<file path="src/rtl/dbg_entry_pkg.sv">
// Shared constants and types for the debug entry unit.
// Assumes a 32-bit control/status register with enable at bit 31.
package dbg_entry_pkg;
    localparam int CSR_W   = 32;
    localparam int EN_BIT  = 31;
    localparam int MOE_LSB = 2;
    localparam int MOE_MSB = 4;
    localparam int FSR_W   = 11;

    typedef enum logic [2:0] {
        MOE_NONE = 3'd0,
        MOE_IBP  = 3'd1,
        MOE_DBP  = 3'd2,
        MOE_BKPT = 3'd3
    } moe_code_e;

    localparam logic [FSR_W-1:0] FSR_INSN_SIDE = 11'h400;
    localparam logic [FSR_W-1:0] FSR_XFER      = 11'h001;
endpackage

</file>
<file path="src/rtl/ibp_compare.sv">
// Instruction breakpoint comparators, one per breakpoint register.
// Assumes register bit 0 enables the entry and bits [AW-1:2] hold a word address.
module ibp_compare #(
    parameter int AW      = 32,
    parameter int NUM_IBP = 2
) (
    input  logic                         pc_valid,
    input  logic [AW-1:0]                pc,
    input  logic [NUM_IBP-1:0][AW-1:0]   ibp_regs,
    output logic                         hit
);
    localparam logic [AW-1:0] WORD_MASK = ~(AW'(3));

    logic [NUM_IBP-1:0] slot_hit;

    genvar i;
    generate
        for (i = 0; i < NUM_IBP; i++) begin : g_slot
            // One comparator: enabled slot whose word address equals the PC's.
            assign slot_hit[i] = ibp_regs[i][0] &&
                                 (((ibp_regs[i] ^ pc) & WORD_MASK) == '0);
        end
    endgenerate

    // Any enabled slot matching a valid PC is a hit.
    assign hit = pc_valid && (|slot_hit);
endmodule

</file>
<file path="src/rtl/dbg_event_arb.sv">
// Picks one entry source per cycle and its method-of-entry code.
// Assumes the event inputs are single-cycle pulses.
module dbg_event_arb
    import dbg_entry_pkg::*;
(
    input  logic      dbg_en,
    input  logic      ibp_hit,
    input  logic      bkpt_insn,
    input  logic      dbp_hit,
    output logic      take,
    output moe_code_e moe
);
    // Fixed priority: instruction breakpoint, breakpoint instruction, data breakpoint.
    always_comb begin
        moe = MOE_NONE;
        if (ibp_hit)        moe = MOE_IBP;
        else if (bkpt_insn) moe = MOE_BKPT;
        else if (dbp_hit)   moe = MOE_DBP;
        take = dbg_en && (moe != MOE_NONE);
    end
endmodule

</file>
<file path="src/rtl/fault_capture.sv">
// Fault status and fault address registers.
// Assumes the capture is allowed only while debug is enabled.
module fault_capture
    import dbg_entry_pkg::*;
#(
    parameter int AW = 32
) (
    input  logic             clk,
    input  logic             rst_n,
    input  logic             dbg_en,
    input  logic             bkpt_insn,
    input  logic             pabort,
    input  logic             dabort,
    input  logic [AW-1:0]    pc,
    input  logic [AW-1:0]    dabort_addr,
    output logic [FSR_W-1:0] fsr_q,
    output logic [AW-1:0]    far_q
);
    // Capture status and address; instruction-side faults outrank a data abort.
    always_ff @(posedge clk) begin
        if (!rst_n) begin
            fsr_q <= '0;
            far_q <= '0;
        end else if (dbg_en) begin
            if (bkpt_insn || pabort) begin
                fsr_q <= FSR_INSN_SIDE;
                far_q <= pc;
            end else if (dabort) begin
                fsr_q <= FSR_XFER;
                far_q <= dabort_addr;
            end
        end
    end
endmodule

</file>
<file path="src/rtl/dbg_entry_unit.sv">
// Debug entry unit: holds the control/status register, arbitrates entry
// events, raises a one-cycle trap request and captures fault status/address.
// Assumes events are pulses aligned to clk; mode switching is done elsewhere.
module dbg_entry_unit
    import dbg_entry_pkg::*;
#(
    parameter int AW      = 32,
    parameter int NUM_IBP = 2
) (
    input  logic                        clk,
    input  logic                        rst_n,
    input  logic                        csr_wr_en,
    input  logic [CSR_W-1:0]            csr_wr_data,
    input  logic                        pc_valid,
    input  logic [AW-1:0]               pc,
    input  logic [NUM_IBP-1:0][AW-1:0]  ibp_regs,
    input  logic                        dbp_hit,
    input  logic                        bkpt_insn,
    input  logic                        pabort,
    input  logic                        dabort,
    input  logic [AW-1:0]               dabort_addr,
    output logic                        trap_req,
    output logic [CSR_W-1:0]            csr_rdata,
    output logic [FSR_W-1:0]            fsr_q,
    output logic [AW-1:0]               far_q
);
    logic      dbg_en;
    logic      ibp_hit;
    logic      take;
    moe_code_e moe;
    logic [CSR_W-1:0] csr_q;

    assign dbg_en = csr_q[EN_BIT];

    ibp_compare #(.AW(AW), .NUM_IBP(NUM_IBP)) u_ibp (
        .pc_valid (pc_valid),
        .pc       (pc),
        .ibp_regs (ibp_regs),
        .hit      (ibp_hit)
    );

    dbg_event_arb u_arb (
        .dbg_en    (dbg_en),
        .ibp_hit   (ibp_hit),
        .bkpt_insn (bkpt_insn),
        .dbp_hit   (dbp_hit),
        .take      (take),
        .moe       (moe)
    );

    fault_capture #(.AW(AW)) u_fault (
        .clk         (clk),
        .rst_n       (rst_n),
        .dbg_en      (dbg_en),
        .bkpt_insn   (bkpt_insn),
        .pabort      (pabort),
        .dabort      (dabort),
        .pc          (pc),
        .dabort_addr (dabort_addr),
        .fsr_q       (fsr_q),
        .far_q       (far_q)
    );

    // Control/status register: software write wins, else merge the entry code.
    always_ff @(posedge clk) begin
        if (!rst_n) begin
            csr_q <= '0;
        end else if (csr_wr_en) begin
            csr_q <= csr_wr_data;
        end else if (take) begin
            csr_q[MOE_MSB:MOE_LSB] <= moe;
        end
    end

    // Trap request: one cycle after each accepted entry event.
    always_ff @(posedge clk) begin
        if (!rst_n) trap_req <= 1'b0;
        else        trap_req <= take;
    end

    assign csr_rdata = csr_q;
endmodule

</file>
<file path="config.mk">
export PLATFORM = sky130hd
export DESIGN_NAME = dbg_entry_unit
export DESIGN_NICKNAME = d
export VERILOG_FILES = /design/src/rtl/dbg_entry_pkg.sv /design/src/rtl/ibp_compare.sv /design/src/rtl/dbg_event_arb.sv /design/src/rtl/fault_capture.sv /design/src/rtl/dbg_entry_unit.sv
export SDC_FILE = /design/constraint.sdc
export NUM_CORES = 1
export LEC_CHECK = 0
export BUFFER_PORTS_ARGS = -buffer_cell sky130_fd_sc_hd__clkbuf_2
export CAP_MARGIN = 20
export CORE_MARGIN = 8
export CORE_UTILIZATION = 44
export DETAILED_ROUTE_END_ITERATION = 7
export HOLD_SLACK_MARGIN = 0.08
export PLACE_DENSITY_LB_ADDON = 0.12
export SYNTH_ARGS = -nofsm -noshare
export SYNTH_HDL_FRONTEND = slang
export SYNTH_SLANG_ARGS = --single-unit
</file>
<file path="constraint.sdc">
create_clock -name clk -period 2.57 [get_ports clk]
set_input_delay 0.257 -clock clk [delete_from_list [all_inputs] [get_ports clk]]
set_output_delay 0.257 -clock clk [all_outputs]
set_load 0.05 [all_outputs]
</file>
Yosys cells after proc, flatten, opt, wreduce, memory -nomap -nowiden:

Index checks and enable logic that the tools add are counted.
Widths: inputs -> output; s select.

* memories: 0
* word-level logic and storage cells: 28
* bits of input ports: 168
* memory bits (writable): 0
* register bits: 76
* memory bits (read-only): 0
* latch bits: 0
* output and inout port bits: 76

* multiply operators: 0
* order comparisons: 0
* add/sub/neg operators: 0
* divide/modulo/power cells: 0
* equal/unequal tests: 0
* muxes and demuxes: 9
* shift operators: 0
* bitwise operators: 2
* reductions and logical operators: 12

Operator list (count)
* $logic_not 32->1: 2
* $mux 32: 2
* $xor 32x32->32: 2
* $mux 11: 2
* $mux 3: 4
* $logic_and 1x1->1: 4
* $reduce_bool 2->1: 2
* $reduce_bool 3->1: 1
* $mux 2: 1
* $reduce_and 2->1: 1
* $reduce_or 2->1: 1
* $logic_or 1x1->1: 1

Depth between registers and ports, before layout:

* depth after elaboration: 10
* gate-level depth with buffers: 7
* mapped depth without buffers: 6

By module:

A second synthesis with hierarchy kept.

* cell total of the unflattened synthesis: 356
* area, all modules: 3569.7 µm²

Modules (own cells, without submodules)
* fault_capture: area each 1565.3 µm², cells an instance 162, sequential area each 680.7 µm², instances 1
* dbg_entry_unit: area each 1310.0 µm², cells an instance 108, sequential area each 660.6 µm², instances 1
* ibp_compare: area each 658.1 µm², cells an instance 81, sequential area each 0.0 µm², instances 1
* dbg_event_arb: area each 36.3 µm², cells an instance 5, sequential area each 0.0 µm², instances 1

Worst setup path after synthesis:

Ideal clock, no wire load.

* path type: flip-flop to flip-flop
* start point: register csr_q[31] (netlist: csr_rdata[31])
* end point: register u_fault.far_q[22]
* arrival: 1.249 ns
* slack: 1.195 ns
* buffers on the path: 3
* stages on the path, launching flop included: 7
* data required time: 2.445 ns
* setup time: 0.125 ns
* path through: dfxtp_1 -> buf_4 -> o21a_1 -> buf_2 -> clkbuf_1 -> a222oi_1 -> nor2b_1

* word-level cells in the longest chain between the ends: 1

Ends and longest elaborated chain
* from (decl): RTL line dbg_entry_unit.sv:31 `logic [CSR_W-1:0] csr_q;`
* from (signal assigned): RTL line dbg_entry_unit.sv:69 `csr_q <= csr_wr_data;`
* from (signal, indexed assignment): RTL line dbg_entry_unit.sv:71 `csr_q[MOE_MSB:MOE_LSB] <= moe;`
* $reduce_and 2->1 (no line)
* to (signal assigned): RTL line fault_capture.sv:27 `far_q <= pc;`
* to (signal assigned): RTL line fault_capture.sv:30 `far_q <= dabort_addr;`
* to (decl): RTL line fault_capture.sv:17 `output logic [AW-1:0] far_q`

Every way passes these cells.
A chain may end at the register's enable or synchronous reset.

Worst setup path in the final report:

* start point: register csr_q[31] (netlist: csr_rdata[31])
* end point: register u_fault.far_q[18]

The elaborated chain is that of the path after synthesis.

==> metrics.txt <==
status complete, no violations; worst hold endpoint csr_rdata[22]; Bufs and invs on worst path 2; HP Class in2reg; number of H-tree branching levels 3; critical path class reg2reg; FMAX 556 MHz; first-pass GRT wire length 18200 µm; category of cells accounting for the largest share of critical-path delay compound AO/OA/AOI/OAI gates; Avg WL per Cell 19.3 µm; Resized Gates After CTS 0; setup repair after global routing missed its margin no; pins over their slew limit 0; final critical delay including setup and external delays 1.80 ns; site row count 31; # Max-Cap Violations 0; via count normalized by instance count 5.21; launch point of the worst reg-to-reg path csr_rdata[31]; total half-perimeter wirelength after legalization and detailed placement 10200 µm; combined global-route utilization of all metal layers 0.226; Mean Syn Cell Area 10.2 µm²; library cell with the largest summed area after synthesis sky130_fd_sc_hd__dfxtp_1; Total Die Area 10600 µm²; length in cells of the worst reg-to-reg path 6; post-detailed-route DRC marker count 0; Core Footprint 7290 µm²; worst setup path startpoint csr_rdata[31]; Largest stage delay, worst path 0.52 ns; RD Place Congestion 0.894; top_reg_cell synth sky130_fd_sc_hd__dfxtp_1; Critical R2R Capture u_fault.far_q[18]; total congestion overflow after global routing 0; TNS Setup 0 ns; share of flip-flops with an asynchronous set or reset 0; TritonCTS clock tree built; Final Skew 0.00755 ns; nature of the critical path startpoint flip-flop; dominant cells by area after synthesis sky130_fd_sc_hd__dfxtp_1 (40%), sky130_fd_sc_hd__nor2b_1 (12%), sky130_fd_sc_hd__xnor2_1 (10%); DR vias 3415; first-pass iteration count of the detailed router 5; CP cell instances o21a_1 -> buf_4 -> a21oi_2 -> buf_4 -> a222oi_1 -> nor2b_1; startpoint of the lowest-slack hold path csr_wr_data[22]; number of synthesized flops with an enable pin 0; initial standard-cell utilization of the core 0.456; Slew Limit Headroom 0.398; yosys warns 0; filler cell count in the final layout 664; fraction of layout instances using a drive strength above 1 0.464; maximum clock path buffer count 2; flip-flop and latch count after synthesis 67; die span in x 103 µm; Crit. End Element flip-flop; buffers inserted during post-CTS setup optimization 0; clock transition at the registers of the reported paths 0.08 ns; buffers added on ports 232; number of DRC violations after detailed-routing iteration 0 255; most frequent cells after synthesis sky130_fd_sc_hd__dfxtp_1 (67), sky130_fd_sc_hd__nor2b_1 (64), sky130_fd_sc_hd__xnor2_1 (38); portion of synthesized cell area occupied by the leading cell type 0.403; Slowest cell on crit path sky130_fd_sc_hd__dfxtp_1; number of antenna violations at the first check in global routing 0; number of cells produced by synthesis 326; cts bufs inserted 9; setup slack, reg-to-reg 0.77 ns; NumNets Final 719; routed wire length 12700 µm; cell depth of the worst hold path 3; I/O Pins 244; clock tree root buffer cell sky130_fd_sc_hd__clkbuf_8; Max VDD drop 428 µV; transition time of the tightest slew-check pin 0.904 ns; number of clock sinks 67; worst endpoint data arrival time 2.01 ns; maximum number of pins on one net before global-route repair 40; count of final setup violators 0; Static Leak 2.27 nW; worst setup slack after layout 0.772 ns; Syn Std Cell Area 3330 µm²; post-detailed-route count of antenna-violating nets 0; n_diodes 0; pre-CTS setup slack 0.743 ns; cell repeated most along the worst path sky130_fd_sc_hd__buf_4; Worst Path Max Fanout 33; vias in the first global route 3625; sequential area share after synthesis 0.403; Hold Vio Cnt, Final 0; distinct cell type count of the synthesized netlist 26; worst-skew pair later-pin latency 0.34 ns; share of the core filled with cells in the final layout 0.651; Area Growth Syn to Fin 42.6%; count leader, synth sky130_fd_sc_hd__dfxtp_1; PwrDens 589 nW/µm²; CP Data Required Time 2.78 ns; number of buffers added to fix hold violations after cts 0; Final Cycle Share 0.700; Die Y 103 µm
area by class of cell:
cell class,count,area [µm²],area share
multi-input combinational,235,1850,0.390
timing repair buffer,238,1210,0.254
sequential,67,1340,0.283
clock inverter,7,98.8,0.0208
clock buffer,9,124,0.0261
tap,99,124,0.0261
report_power, final:
part           leakage (nW)  internal (mW)  switching (mW)  total (mW)
clock network         0.110          0.553           0.428       0.981
registers             0.549           1.09          0.0293        1.12
logic                  1.61          0.260           0.433       0.693
total                  2.27           1.90           0.890        2.79
logic make-up after synthesis:
logic type / after synthesis / synth area share
AND/OR/NAND/NOR: 91 / 0.169
flip-flops: 67 / 0.403
XOR/XNOR: 60 / 0.158
AO/OA/AOI/OAI: 47 / 0.133
buffers and inverters: 32 / 0.0515
multiplexers: 28 / 0.0842
other: 1 / 0.00113
sequential cells by signal, summed over array words and instances, names as in the netlist:
| name | count |
|---|---|
| trap_req | 1 |
| u_fault.fsr_q | 2 |
| u_fault.far_q | 32 |
| csr_rdata | 32 |
worst register-to-register path: cells and delay by family (launching register included):
| family | cells | cell delay, ns |
|---|---|---|
| compound gates | 3 | 0.57 |
| flops | 1 | 0.52 |
| buf+inv | 2 | 0.51 |
| simple gates | 1 | 0.08 |
metal layers:
layer,wire [µm],vias to the layer above,track usage
met5,0,-,0
met4,348,0,0.0957
met1,4620,1578,0.242
met3,1340,23,0.0824
met2,6350,190,0.394
li1,-,1624,-
per-stage QoR:
step | hold slack [ns] | instance area (µm²) | cells | power [mW]
2_1_floorplan | 0.396 | 3360 | 334 | 1.58
3_3_place_gp | 0.461 | 4520 | 639 | 1.82
3_5_place_dp | 0.475 | 4520 | 639 | 1.84
4_1_cts | 0.158 | 4740 | 655 | 2.82
5_1_grt | 0.163 | 4740 | 655 | 2.91
6_report | 0.175 | 4740 | 655 | 2.79
worst max path at each step:
stage,to,slack [ns],depth (start not counted)
floorplan,u_fault.far_q[22],1.20,6
global placement,csr_rdata[4],0.80,7
detailed placement,csr_rdata[4],0.74,7
CTS,u_fault.far_q[22],0.79,6
global route,u_fault.far_q[22],0.62,6
finish,u_fault.far_q[18],0.77,6
cells in the final DEF (no fill, tap or decap):
master	netlist	layout
sky130_fd_sc_hd__clkbuf_2	0	232
sky130_fd_sc_hd__dfxtp_1	67	67
sky130_fd_sc_hd__nor2b_1	64	64
sky130_fd_sc_hd__xnor2_1	38	38
sky130_fd_sc_hd__a222oi_1	32	32
sky130_fd_sc_hd__mux2i_1	28	28
sky130_fd_sc_hd__xor2_1	22	22
sky130_fd_sc_hd__nand4_1	12	12
sky130_fd_sc_hd__conb_1	1	9
sky130_fd_sc_hd__clkbuf_8	0	9
sky130_fd_sc_hd__nor4_1	8	8
sky130_fd_sc_hd__buf_4	11	6
sky130_fd_sc_hd__a21oi_1	4	4
sky130_fd_sc_hd__nand2_1	3	3
sky130_fd_sc_hd__o21a_1	2	2
sky130_fd_sc_hd__nand2b_1	2	2
sky130_fd_sc_hd__o311a_1	2	2
sky130_fd_sc_hd__inv_6	0	2
sky130_fd_sc_hd__bufinv_16	0	2
sky130_fd_sc_hd__a21boi_2	1	1
sky130_fd_sc_hd__o311ai_0	1	1
sky130_fd_sc_hd__a21boi_0	1	1
sky130_fd_sc_hd__o41a_2	1	1
sky130_fd_sc_hd__nor3_4	0	1
sky130_fd_sc_hd__a21oi_2	1	1
sky130_fd_sc_hd__nor2_1	1	1
sky130_fd_sc_hd__a22o_1	1	1
sky130_fd_sc_hd__o41ai_1	1	1
sky130_fd_sc_hd__clkinv_2	0	1
sky130_fd_sc_hd__clkinvlp_4	0	1
sky130_fd_sc_hd__clkinv_4	0	1
Note: power is estimated with default switching activity, not from simulation.
